**src/rtl/rsq_pkg.sv**
```systemverilog
package rsq_pkg;
  // sequencer control phases: two warm-up clocks after INIT, then running
  typedef enum logic [1:0] {SQ_IDLE, SQ_WARM0, SQ_WARM1, SQ_RUN} sq_state_e;
endpackage

```
**src/rtl/rsq_tap_decode.sv**
```systemverilog
module rsq_tap_decode #(
  parameter int AW = 12
) (
  input  logic          bilin,
  input  logic [1:0]    tap,
  input  logic [AW-1:0] pu,
  input  logic [AW-1:0] pv,
  input  logic [AW-1:0] sx,
  input  logic [AW-1:0] sy,
  input  logic [AW-1:0] u_max,
  input  logic [AW-1:0] v_max,
  output logic [AW-1:0] ex,
  output logic [AW-1:0] ey,
  output logic          first_tap,
  output logic          last_tap,
  output logic          row_end,
  output logic          last_row,
  output logic          end_row,
  output logic          end_col,
  output logic          done
);
  logic [AW-1:0] u_end;
  logic          x_off, y_off;

  always_comb begin
    u_end     = u_max + AW'(1);
    row_end   = (pu == u_end);
    last_row  = (pv == v_max);
    first_tap = (tap == 2'd0);
    last_tap  = !bilin || (tap == 2'd3);
    // kernel order (0,0) (1,0) (1,1) (0,1)
    x_off     = bilin && (tap == 2'd1 || tap == 2'd2);
    y_off     = bilin && tap[1];
    ex        = sx + AW'(x_off);
    ey        = sy + AW'(y_off);
    if (bilin) begin
      end_row = row_end && (tap == 2'd0);
      done    = last_row && row_end && (tap == 2'd2);
      end_col = last_row && !(row_end && tap[1]);
    end else begin
      end_row = (pu == u_max - AW'(2));
      done    = last_row && (pu == u_max);
      end_col = last_row && (pu < u_max);
    end
  end
endmodule

```
**src/rtl/rsq_scan.sv**
```systemverilog
module rsq_scan
  import rsq_pkg::*;
#(
  parameter int AW = 12,
  parameter int SW = 8
) (
  input  logic          clk,
  input  logic          rst_n,
  input  logic          init,
  input  logic          auto_en,
  input  logic [AW-1:0] u_min,
  input  logic [AW-1:0] v_min,
  input  logic [AW-1:0] x_org,
  input  logic [AW-1:0] y_org,
  input  logic [SW-1:0] dx,
  input  logic [SW-1:0] dy,
  input  logic          last_tap,
  input  logic          row_end,
  input  logic          last_row,
  output logic          go,
  output logic [1:0]    tap,
  output logic [AW-1:0] pu,
  output logic [AW-1:0] pv,
  output logic [AW-1:0] sx,
  output logic [AW-1:0] sy
);
  localparam int EXT = AW - SW;

  sq_state_e     state;
  logic [AW-1:0] dx_ext, dy_ext;

  assign dx_ext = {{EXT{dx[SW-1]}}, dx};
  assign dy_ext = {{EXT{dy[SW-1]}}, dy};
  assign go     = (state == SQ_RUN) && !init;

  always_ff @(posedge clk or negedge rst_n) begin
    if (!rst_n) begin
      state <= SQ_IDLE;
      tap   <= '0;
      pu    <= '0;
      pv    <= '0;
      sx    <= '0;
      sy    <= '0;
    end else if (init) begin
      state <= SQ_WARM0;
      tap   <= '0;
      pu    <= u_min;
      pv    <= v_min;
      sx    <= x_org;
      sy    <= y_org;
    end else if (state == SQ_WARM0) begin
      state <= SQ_WARM1;
    end else if (state == SQ_WARM1) begin
      state <= SQ_RUN;
    end else if (go) begin
      if (!last_tap) begin
        tap <= tap + 2'd1;
      end else begin
        tap <= '0;
        if (!row_end) begin
          pu <= pu + AW'(1);
          sx <= sx + dx_ext;
        end else begin
          pu <= u_min;
          sx <= x_org;
          if (!last_row) begin
            pv <= pv + AW'(1);
            sy <= sy + dy_ext;
          end else begin
            pv <= v_min;
            sy <= y_org;
            if (!auto_en) state <= SQ_IDLE;
          end
        end
      end
    end
  end
endmodule

```
**src/rtl/rsq_strobe_dly.sv**
```systemverilog
module rsq_strobe_dly #(
  parameter int W = 2
) (
  input  logic         clk,
  input  logic         rst_n,
  input  logic         clr,
  input  logic         sel,
  input  logic [W-1:0] d,
  output logic [W-1:0] q
);
  logic [W-1:0] held;

  always_ff @(posedge clk or negedge rst_n) begin
    if (!rst_n)   held <= '0;
    else if (clr) held <= '0;
    else          held <= d;
  end

  assign q = sel ? held : d;
endmodule

```
**src/rtl/resample_seq.sv**
```systemverilog
module resample_seq #(
  parameter int AW = 12,
  parameter int SW = 8
) (
  input  logic          clk,
  input  logic          rst_n,
  input  logic          init_i,
  input  logic          auto_i,
  input  logic          bilin_i,
  input  logic          pipe_i,
  input  logic [AW-1:0] u_min_i,
  input  logic [AW-1:0] u_max_i,
  input  logic [AW-1:0] v_min_i,
  input  logic [AW-1:0] v_max_i,
  input  logic [AW-1:0] x_org_i,
  input  logic [AW-1:0] y_org_i,
  input  logic [SW-1:0] dx_i,
  input  logic [SW-1:0] dy_i,
  output logic [AW-1:0] x_o,
  output logic [AW-1:0] y_o,
  output logic [AW-1:0] u_o,
  output logic [AW-1:0] v_o,
  output logic          wr_stb_o,
  output logic          acc_clr_o,
  output logic          end_row_o,
  output logic          end_col_o,
  output logic          done_o
);
  logic          go;
  logic [1:0]    tap;
  logic [AW-1:0] pu, pv, sx, sy, ex, ey;
  logic          first_tap, last_tap, row_end, last_row;
  logic          fl_row, fl_col, fl_done;

  rsq_scan #(.AW(AW), .SW(SW)) u_scan (
    .clk(clk), .rst_n(rst_n), .init(init_i), .auto_en(auto_i),
    .u_min(u_min_i), .v_min(v_min_i), .x_org(x_org_i), .y_org(y_org_i),
    .dx(dx_i), .dy(dy_i),
    .last_tap(last_tap), .row_end(row_end), .last_row(last_row),
    .go(go), .tap(tap), .pu(pu), .pv(pv), .sx(sx), .sy(sy)
  );

  rsq_tap_decode #(.AW(AW)) u_dec (
    .bilin(bilin_i), .tap(tap), .pu(pu), .pv(pv), .sx(sx), .sy(sy),
    .u_max(u_max_i), .v_max(v_max_i),
    .ex(ex), .ey(ey), .first_tap(first_tap), .last_tap(last_tap),
    .row_end(row_end), .last_row(last_row),
    .end_row(fl_row), .end_col(fl_col), .done(fl_done)
  );

  // stage 1 carries the target of the tap just issued
  logic          s1_v, s1_last;
  logic [AW-1:0] s1_pu, s1_pv;
  logic          wr0, acc0;
  logic [1:0]    stb_q;

  always_ff @(posedge clk or negedge rst_n) begin
    if (!rst_n) begin
      x_o <= '0; y_o <= '0; u_o <= '0; v_o <= '0;
      s1_v <= 1'b0; s1_last <= 1'b0; s1_pu <= '0; s1_pv <= '0;
      wr0 <= 1'b0; acc0 <= 1'b0;
      end_row_o <= 1'b0; end_col_o <= 1'b0; done_o <= 1'b0;
    end else if (init_i) begin
      x_o <= '0; y_o <= '0; u_o <= '0; v_o <= '0;
      s1_v <= 1'b0; s1_last <= 1'b0; s1_pu <= '0; s1_pv <= '0;
      wr0 <= 1'b0; acc0 <= 1'b0;
      end_row_o <= 1'b0; end_col_o <= 1'b0; done_o <= 1'b0;
    end else begin
      if (go) begin
        x_o <= ex;
        y_o <= ey;
      end
      s1_v    <= go;
      s1_last <= last_tap;
      s1_pu   <= pu;
      s1_pv   <= pv;
      if (s1_v && s1_last) begin
        u_o <= s1_pu;
        v_o <= s1_pv;
      end
      wr0       <= bilin_i ? (s1_v && s1_last) : go;
      acc0      <= go && first_tap;
      end_row_o <= go && fl_row;
      end_col_o <= go && fl_col;
      done_o    <= go && fl_done;
    end
  end

  rsq_strobe_dly #(.W(2)) u_dly (
    .clk(clk), .rst_n(rst_n), .clr(init_i), .sel(pipe_i),
    .d({wr0, acc0}), .q(stb_q)
  );
  assign wr_stb_o  = stb_q[1];
  assign acc_clr_o = stb_q[0];

  assert_init_clear_R1: assert property (@(posedge clk) disable iff (!rst_n)
    init_i |=> !(wr_stb_o || acc_clr_o || end_row_o || end_col_o || done_o));
  assert_endrow_pulse_R4: assert property (@(posedge clk) disable iff (!rst_n)
    end_row_o |=> !end_row_o);
  assert_endcol_drop_R5: assert property (@(posedge clk) disable iff (!rst_n)
    done_o |-> !end_col_o);
  assert_done_pulse_R6: assert property (@(posedge clk) disable iff (!rst_n)
    done_o |=> !done_o);
  assert_acc_spacing_R10: assert property (@(posedge clk) disable iff (!rst_n)
    (acc_clr_o && bilin_i) |=> !acc_clr_o);
endmodule

```
**config.mk**
```make
export PLATFORM = sky130hd
export DESIGN_NAME = resample_seq
export DESIGN_NICKNAME = d
export VERILOG_FILES = /design/src/rtl/rsq_pkg.sv /design/src/rtl/rsq_tap_decode.sv /design/src/rtl/rsq_scan.sv /design/src/rtl/rsq_strobe_dly.sv /design/src/rtl/resample_seq.sv
export SDC_FILE = /design/constraint.sdc
export NUM_CORES = 1
export LEC_CHECK = 0
export BUFFER_PORTS_ARGS = -buffer_cell sky130_fd_sc_hd__buf_2
export CAP_MARGIN = 0
export CORE_MARGIN = 2
export CORE_UTILIZATION = 52
export DETAILED_ROUTE_END_ITERATION = 7
export PLACE_DENSITY = 0.78
export SLEW_MARGIN = 10
export SYNTH_ARGS = -nofsm -noshare
export SYNTH_HDL_FRONTEND = slang
export SYNTH_HIERARCHICAL = 1
export SYNTH_SLANG_ARGS = --single-unit
```
**constraint.sdc**
```tcl
create_clock -name clk -period 2.2 [get_ports clk]
set_input_delay 0.22 -clock clk [delete_from_list [all_inputs] [get_ports clk]]
set_output_delay 0.22 -clock clk [all_outputs]
set_load 0.02 [all_outputs]
```
==> impl_metrics.yaml, run 1 <==
setup_path:
  r2r_slack_ns: -0.24
  r2r_start: "u_scan/pu[11]$_DFFE_PN0P_"
  cp-startpoint: "u_scan/pu[11]$_DFFE_PN0P_"
  critPathCapture: "u_scan/sx[3]$_DFFE_PN0P_"
  worst-r2r-cell-count: 12
  r2r-end: "u_scan/sx[3]$_DFFE_PN0P_"
  arrival_ns: 2.74
  worstSetupPathType: "reg -> reg"
  crit_path_end_kind: "register"
  crit_path_start_kind: "register"
  crit_fanout: 7
  required_ns: 2.50
synthesis:
  synth_top_area_cell: "dfrtp_1"
  synth_area_um2: 8550
  syn_nets: 1100
  synth_area_leaders: "dfrtp_1 (39%), ha_1 (7.3%), a21oi_1 (6.7%)"
  avgSynthCellArea_um2: 8.96
  synth_top_family_by_area: "simple AND/OR/NAND/NOR gates"
  synth_mux_area_share_pct: 3.54
  synth_seq_cells: 133
  synth_xor_area_share_pct: 6.13
  synth_top_cells_by_count: "dfrtp_1 (133), a21oi_1 (115), nor2_1 (82)"
  synthSimpleGateAreaFrac_pct: 19.7
  ys_seq_area_share_pct: 38.9
  synthArstFlopShare_pct: 100
  yosysMostFrequentCell: "dfrtp_1"
  synth_top_flop_cell: "dfrtp_1"
  synth_fa_ha_area_share_pct: 7.79
  syn-instance-count: 954
  ys_types: 70
  synth_top_area_share_pct: 38.9
  synth-compound-area-share_pct: 19.4
  synth_edf_count: 0
  ys_warn_count: 6
floorplan:
  initial_core_util_pct: 53.4
  row_count: 46
  core_area_um2: 16000
  die-area_um2: 17500
  fp.dieH_um: 132
  ios: 147
  die_w_um: 132
detailed_routing:
  wl_mm: 25.0
  via_per_inst: 5.78
  drcViolationCount: 0
  ant_nets: 0
  num_vias: 8319
  dr.first_iter.drc_count: 650
  drt-pass1-iter-count: 5
  routedWlPerCell_um: 17.4
finish:
  drive_gt1_share_pct: 37.5
  syn_to_final_growth_pct: 38.4
  final-seq-area_um2: 3330
  fin_nets: 1354
  multi_input_area_um2: 5390
  fin_cells: 1439
  post-route-util_pct: 74.0
  fillerInstances: 1157
sta:
  hold_viol: 0
  timing.final.ws_setup_ns: -0.242
  period_needed_ns: 2.44
  fin_crit_sh_pct: 111
  rsz0062_at_grt: "true"
  whs_ns: 0.0308
  setup_tns_ns: -5.93
  finalClockSkew_ns: 0.0135
  tightest_slew_ns: 0.751
  slew_violations: 0
  fmax_mhz: 409
  setup_violations: 45
  maxSlewHeadroom_pct: 49.9
cts:
  clk_pin_slew_ns: 0.06
  root_buffer: "clkbuf_16"
  cts_buffer_depth: 2
  cts_tree: "yes"
  insertion_delay_ns: 0.42
  clock_sinks: 133
  numCtsBuffers: 17
  cts_htree_levels: 4
outcome:
  violations: "negative setup slack"
  status: "finished, violations left"
power:
  p_per_area_nw_per_um2: 859
  vdd_drop_max_uv: 692
  leakagePower_uw: 0.00549
global_routing:
  grt_pass1_wl_mm: 39.1
  grt_start_max_net_pins: 75
  grt_overflow: 0
  track_usage_pct: 27.7
  grt_pass1_vias: 8038
  antenna_found_initial: 2
placed_design:
  place_ws_ns: -0.365
  dp_cells: 1379
  hpwl_mm: 16.4
  numPortBuffers: 146
  routabilityCongestion: 0.931
min_path:
  hold_class: "in -> reg"
run:
  cap_violations: 0
==> flip-flops by register name (all words and copies together) (netlist names) <==
register and cells:
acc0 1, done_o 1, end_col_o 1, end_row_o 1
s1_last 1, s1_pu 12, s1_pv 12, s1_v 1
u_dly/held 2, u_o 12, u_scan/pu 12, u_scan/pv 12
u_scan/state 2, u_scan/sx 12, u_scan/sy 12, u_scan/tap 2
v_o 12, wr0 1, x_o 12, y_o 12
==> where the power goes <==
part           switching, uW  internal (uW)
Sequential               366           2830
Clock                   1170           1700
Combinational           2230           1860
==> worst min path at each step <==
stage / from / to / slack (ns) / cells after the start
2_1_floorplan: rst_n / acc0$_DFF_PN0_ / -0.08 / 0
3_3_place_gp: rst_n / x_o[8]$_DFFE_PN0P_ / 0.08 / 1
3_5_place_dp: rst_n / x_o[8]$_DFFE_PN0P_ / 0.08 / 1
4_1_cts: u_min_i[0] / u_scan/pu[0]$_DFFE_PN0P_ / 0.01 / 3
5_1_grt: u_min_i[0] / u_scan/pu[0]$_DFFE_PN0P_ / 0.02 / 3
6_report: u_min_i[0] / u_scan/pu[0]$_DFFE_PN0P_ / 0.03 / 3
==> per-layer routing <==
metal	up-vias	GRT usage (%)	routed length, um
li1	3914	-	-
met1	3996	36.2	10600
met2	348	45.5	12000
met3	61	5.57	1560
met4	0	11.2	794
met5	-	0	0
==> stage by stage <==
step                total power [uW]  area, um^2
floorplan                       5450        8630
global placement                6600       10300
detailed placement              6690       10300
CTS                             9830       11400
global route                   10700       11800
finish                         10200       11800
==> layout by cell type (no fill, tap or decap), types with 6 or more instances in the layout <==
cell         n
and2_1       9
o21ai_1     19
nand3_1     53
a21oi_1     79
a211oi_1     7
o22ai_1      7
nand2_1     62
inv_1       34
ha_1        46
nor2_2       7
a21bo_2     24
buf_6       18
nor2_1      70
dfrtp_1    130
o21ai_0     19
nor4_1       7
nand4_1     13
o21ai_2      6
buf_2      145
and3_1      12
o21a_1       6
a21oi_2     31
nor2b_1     34
nor3_1       9
nor3_2       6
clkbuf_16   20
xnor2_1     30
a31oi_1      9
mux2i_1     28
buf_4       99
a21o_1       8
xor2_1      28
buf_12      13
==> worst max-delay path, cell delays in order, from the launching register on <==
cell and delay [ns]:
dfrtp_1 0.41, xnor2_2 0.17, buf_4 0.15, xnor2_1 0.11, o211a_1 0.22, nor3_2 0.14
and3_4 0.25, buf_6 0.12, or2_4 0.21, buf_12 0.17, nor3_4 0.05, a211oi_4 0.26
nor2_1 0.07
==> kinds of logic (layout without fill, tap and decap cells) <==
kind of cell,count (synthesis),after routing
AO/OA/AOI/OAI,261,261
buffers and inverters,83,350
XOR/XNOR,59,59
AND/OR/NAND/NOR,336,336
flip-flops,133,133
other,0,2
adder cells (fa/ha/maj),52,52
multiplexers,30,30
==> repair_timing <==
action,in CTS,in global routing
endpoints found under the hold margin,76,0
buffers inserted,12,9
pin swaps,34,36
gates cloned,5,3
hold buffers,1,0
gates resized for setup,86,82
endpoints found under the setup margin,48,58
==> area by class of cell <==
type                    instances  area share (%)
flip-flops and latches        133            28.2
clock inverters                14            1.39
clock buffers                  18            3.63
multi-input cells             738            45.5
repair buffers                284            17.9
diodes                          2          0.0423
well taps                     216            2.28
inverters                      34            1.08
Note: power is estimated with default switching activity, not from simulation.
==> inputs of run 2 (changes only) <==
- CORE_UTILIZATION: 52 -> 60
- PLACE_DENSITY: 0.78 -> 0.85
- clock period: 2.2 -> 2.9 ns (I/O delays scaled with it)
==> run 2 against run 1 <==
The flow now finishes without violations. Worst setup slack improved by 0.47 ns. Non-clock buffer count fell by 112. Die area fell by 13%. Routed wire length fell by 15%. Final cell count fell by 10%. Clock power fell by 32%. Combinational power fell by 44%. Core utilization fell by 1.6 points. Final area fell by 15%. Global-route usage rose by 0.55 points.
==> impl_metrics.yaml, run 2 (same netlist as run 1, synthesis figures left out) <==
cts:
  clock_sinks: 133
  clk_pin_slew_ns: 0.06
  cts_htree_levels: 4
  cts_tree: "yes"
  post_cts_buffers: 0
  cts_buffer_depth: 2
  insertion_delay_ns: 0.42
  numCtsBuffers: 17
  root_buffer: "clkbuf_16"
floorplan:
  ios: 147
  row_count: 43
  core_area_um2: 13900
  die_w_um: 123
  fp.dieH_um: 123
  initial_core_util_pct: 61.6
  die-area_um2: 15200
sta:
  slew_violations: 0
  tightest_slew_ns: 0.952
  period_needed_ns: 2.68
  timing.final.ws_setup_ns: 0.224
  fin_crit_sh_pct: 92.3
  setup_violations: 0
  rsz0062_at_grt: "false"
  maxSlewHeadroom_pct: 36.3
  finalClockSkew_ns: 0.00965
  hold_viol: 0
  setup_tns_ns: 0
  fmax_mhz: 374
finish:
  diodes: 0
  fillerInstances: 1072
  syn_to_final_growth_pct: 17.5
  drive_gt1_share_pct: 22.5
  fin_nets: 1242
  design_area_um2: 10000
  post-route-util_pct: 72.3
  final-seq-area_um2: 3330
  layout_commonest_cell: "buf_2"
  multi_input_area_um2: 4840
  layout_common_cells: "buf_2 (145), dfrtp_1 (133), a21oi_1 (114), nor2_1 (81), nand2_1 (69)"
placed_design:
  routabilityCongestion: 0.882
  place_ws_ns: 0.0886
  place_area_um2: 9490
  hpwl_mm: 15.1
  numPortBuffers: 146
setup_path:
  arrival_ns: 3.02
  required_ns: 3.25
  worst-r2r-cell-count: 10
  crit_path_start_kind: "register"
  crit_path_end_kind: "register"
  worstSetupPathType: "reg -> reg"
  crit_fanout: 27
global_routing:
  grt_pass1_vias: 7059
  grt_overflow: 0
  grt_start_max_net_pins: 56
  antenna_found_initial: 1
  grt_pass1_wl_mm: 33.8
  track_usage_pct: 28.3
min_path:
  hold_depth: 3
  hold_class: "in -> reg"
run:
  cap_violations: 0
detailed_routing:
  num_vias: 7583
  wl_mm: 21.2
  dr.first_iter.drc_count: 493
  drt-pass1-iter-count: 7
  via_per_inst: 5.88
  ant_nets: 0
  drcViolationCount: 0
  routedWlPerCell_um: 16.4
outcome:
  status: "complete, no violations"
power:
  leakagePower_uw: 0.00472
  vdd_drop_max_uv: 480
  p_per_area_nw_per_um2: 671
run 2: final cells by class:
cell class,count,share of cell area (%)
timing repair buffer,172,9.81
sequential,133,33.1
tap,180,2.24
multi-input combinational,738,48.2
clock buffer,18,4.27
inverter,34,1.27
clock inverter,14,1.08
run 2: final timing paths:
check	start	endpoint	slack [ns]
max	u_scan/pu[5]$_DFFE_PN0P_	u_scan/sy[8]$_DFFE_PN0P_	0.22
max reg2reg	u_scan/pu[5]$_DFFE_PN0P_	u_scan/sy[8]$_DFFE_PN0P_	0.22
min	u_min_i[0]	u_scan/pu[0]$_DFFE_PN0P_	0.1
max in group asynchronous	rst_n	u_dly/held[1]$_DFF_PN0_	1.78
min in group asynchronous	rst_n	s1_pu[3]$_DFF_PN0_	0.40
min reg2reg	s1_pv[10]$_DFF_PN0_	v_o[10]$_DFFE_PN0P_	0.51
run 2: worst max-delay path, cell delays in order, from the launching register on:
cell,delay [ns]
dfrtp_1,0.49
xor2_1,0.34
nand4_1,0.13
o31a_1,0.14
a211oi_2,0.24
and3_4,0.27
and3_1,0.26
a21oi_2,0.10
buf_4,0.24
nor4_1,0.25
nand3b_1,0.14
run 2: power by group:
part	switching [uW]	leakage [uW]	internal (uW)	total, uW
logic	1280	0.00277	1000	2280
registers	363	0.00170	2150	2510
clock network	850	0.000248	1100	1950
run 2: layer usage:
| layer | GRT usage, % | routed length (um) | vias to the layer above |
|---|---|---|---|
| li1 | - | - | 3669 |
| met1 | 37.8 | 9290 | 3604 |
| met2 | 46.2 | 10100 | 275 |
| met3 | 5.30 | 1380 | 33 |
| met4 | 9.80 | 381 | 2 |
| met5 | 0 | 12 | - |
run 2: timing repair:
action | 4_1_cts | 5_1_grt
gates resized for setup | 0 | 1
hold endpoints to repair | 53 | 0
setup endpoints to repair | 0 | 3
hold buffers | 1 | 0
run 2: stage by stage:
step,std cells,power (uW),hold WS (ns)
floorplan,954,4120,-0.00559
global placement,1256,4690,0.284
detailed placement,1256,4780,0.288
CTS,1289,6750,0.0887
global route,1289,7160,0.104
finish,1289,6740,0.0991
==> inputs of run 3 (changes only) <==
- CORE_MARGIN: 2 -> 5
- RECOVER_POWER: default -> 50
==> run 3 against run 2 <==
Largest cell class unchanged. Die area up 10%. The flow now finishes with violations (max-capacitance violations, max-slew violations). Combinational power about the same. Fmax down 1.0%. Largest power group unchanged. Non-clock buffer count down 2. Sequential power about the same. Final cell count down 0.16%. Critical path depth down 1. Clock power up 20%. Highest routed layer unchanged. First-iteration DRC count up 2.4%. Via count up 1.4%. Core utilization down 0.13 points.
==> impl_metrics.yaml, run 3 (same netlist as run 1, synthesis figures left out) <==
floorplan:
  core_area_um2: 13900
  die_w_um: 129
  ios: 147
  fp.dieH_um: 129
  die-area_um2: 16700
  initial_core_util_pct: 61.4
  row_count: 43
setup_path:
  worstSetupPathType: "reg -> reg"
  cp_cell_sequence: "xor2_1 -> nand4_1 -> o31a_1 -> a211oi_2 -> and3_4 -> and3_1 -> a21oi_2 -> or4_1 -> o211ai_2"
  cp_slowest_cell: "or4_1"
  required_ns: 3.24
  crit_fanout: 6
  r2r-end: "u_scan/sy[11]$_DFFE_PN0P_"
  r2r_slack_ns: 0.20
  crit_path_end_kind: "register"
  crit_path_start_kind: "register"
  cpPeakStageDelay_ns: 0.53
  worst-r2r-cell-count: 9
  arrival_ns: 3.04
  r2r_start: "u_scan/pu[5]$_DFFE_PN0P_"
detailed_routing:
  wl_mm: 21.7
  routedWlPerCell_um: 16.9
  ant_nets: 0
  drcViolationCount: 0
  num_vias: 7691
  dr.first_iter.drc_count: 505
  drt-pass1-iter-count: 5
  via_per_inst: 5.98
sta:
  fmax_mhz: 370
  rsz0062_at_grt: "false"
  setup_violations: 0
  finalClockSkew_ns: 0.00744
  whs_ns: 0.0960
  tightest_slew_ns: 2.04
  fin_crit_sh_pct: 93.2
  period_needed_ns: 2.70
  hold_viol: 0
  setup_tns_ns: 0
  maxSlewHeadroom_pct: -36.1
  slew_violations: 47
global_routing:
  track_usage_pct: 25.9
  antenna_found_initial: 1
  grt_start_max_net_pins: 88
  grt_pass1_vias: 7381
  grt_pass1_wl_mm: 35.0
  grt_overflow: 0
cts:
  insertion_delay_ns: 0.42
  root_buffer: "clkbuf_16"
  cts_htree_levels: 4
  cts_buffer_depth: 2
  clk_pin_slew_ns: 0.06
  post_cts_buffers: 0
  clock_sinks: 133
  numCtsBuffers: 17
  cts_tree: "yes"
placed_design:
  hpwl_mm: 15.3
  routabilityCongestion: 0.904
  numPortBuffers: 146
power:
  vdd_drop_max_uv: 621
  leakagePower_uw: 0.00456
  p_per_area_nw_per_um2: 710
finish:
  layout_common_cells: "dfrtp_1 (133), a21oi_1 (114), buf_2 (95), nor2_1 (81), nand2_1 (69)"
  fin_nets: 1240
  layout_commonest_cell: "dfrtp_1"
  fillerInstances: 1117
  drive_gt1_share_pct: 17.7
  syn_to_final_growth_pct: 17.7
  diodes: 0
run:
  cap_violations: 1
min_path:
  hold_depth: 3
  whs_endpoint: "u_scan/pv[0]$_DFFE_PN0P_"
  min_from: "v_min_i[0]"
  hold_class: "in -> reg"
outcome:
  violations: "max-capacitance violations, max-slew violations"
  status: "finished, violations left"
-- run 3: per-layer routing --
layer,wire (um),track usage (%),up-vias
li1,-,-,3676
met3,1540,5.61,47
met5,11,0,-
met1,9390,34.8,3667
met4,452,8.89,2
met2,10300,41.9,299
-- run 3: where the power goes --
group	internal [uW]	switching [uW]	leakage [uW]
clock	1470	871	0.000314
combinational	988	1290	0.00254
sequential	2150	373	0.00170
total	4600	2540	0.00456
-- run 3: through the flow --
stage	setup WS [ns]	power (uW)	area, um^2	instances	util [%]
6_report	0.197	7140	10100	1287	72.2
4_1_cts	0.230	7160	10100	1287	72.7
2_1_floorplan	0.425	4120	8550	954	-
3_5_place_dp	0.0984	4770	9480	1254	68.0
3_3_place_gp	0.155	4700	9480	1254	68.0
5_1_grt	0.0768	7560	10100	1287	72.2
-- run 3: how the worst max path moves through the flow --
stage,start,to,cells past startpoint
floorplan,u_max_i[1],u_scan/sy[10]$_DFFE_PN0P_,12
finish,u_scan/pu[5]$_DFFE_PN0P_,u_scan/sy[11]$_DFFE_PN0P_,9
global route,u_scan/pu[5]$_DFFE_PN0P_,u_scan/sy[8]$_DFFE_PN0P_,10
detailed placement,u_max_i[0],u_scan/sy[11]$_DFFE_PN0P_,11
CTS,u_scan/pv[7]$_DFFE_PN0P_,u_scan/pv[10]$_DFFE_PN0P_,10
global placement,u_max_i[0],u_scan/sy[11]$_DFFE_PN0P_,11
-- run 3: worst max-delay path, delay by kind of cell (launching register included) --
family	cells	cell delay, ns
AND/OR/NAND/NOR	4	1.19
XOR/XNOR	1	0.35
AO/OA/AOI/OAI	4	0.56
flip-flops	1	0.51
-- run 3: timing repair --
item,CTS,global route
hold endpoints to repair,46,0
gates resized for setup,0,1
hold buffers,1,0
endpoints found under the setup margin,0,3
-- run 3: layout make-up --
class | count | area (um^2) | share of cell area, %
clock buffer | 18 | 429 | 4.26
timing repair buffer | 170 | 902 | 8.96
inverter | 34 | 128 | 1.27
tap | 180 | 225 | 2.24
sequential | 133 | 3330 | 33.1
clock inverter | 14 | 213 | 2.11
multi-input combinational | 738 | 4840 | 48.1
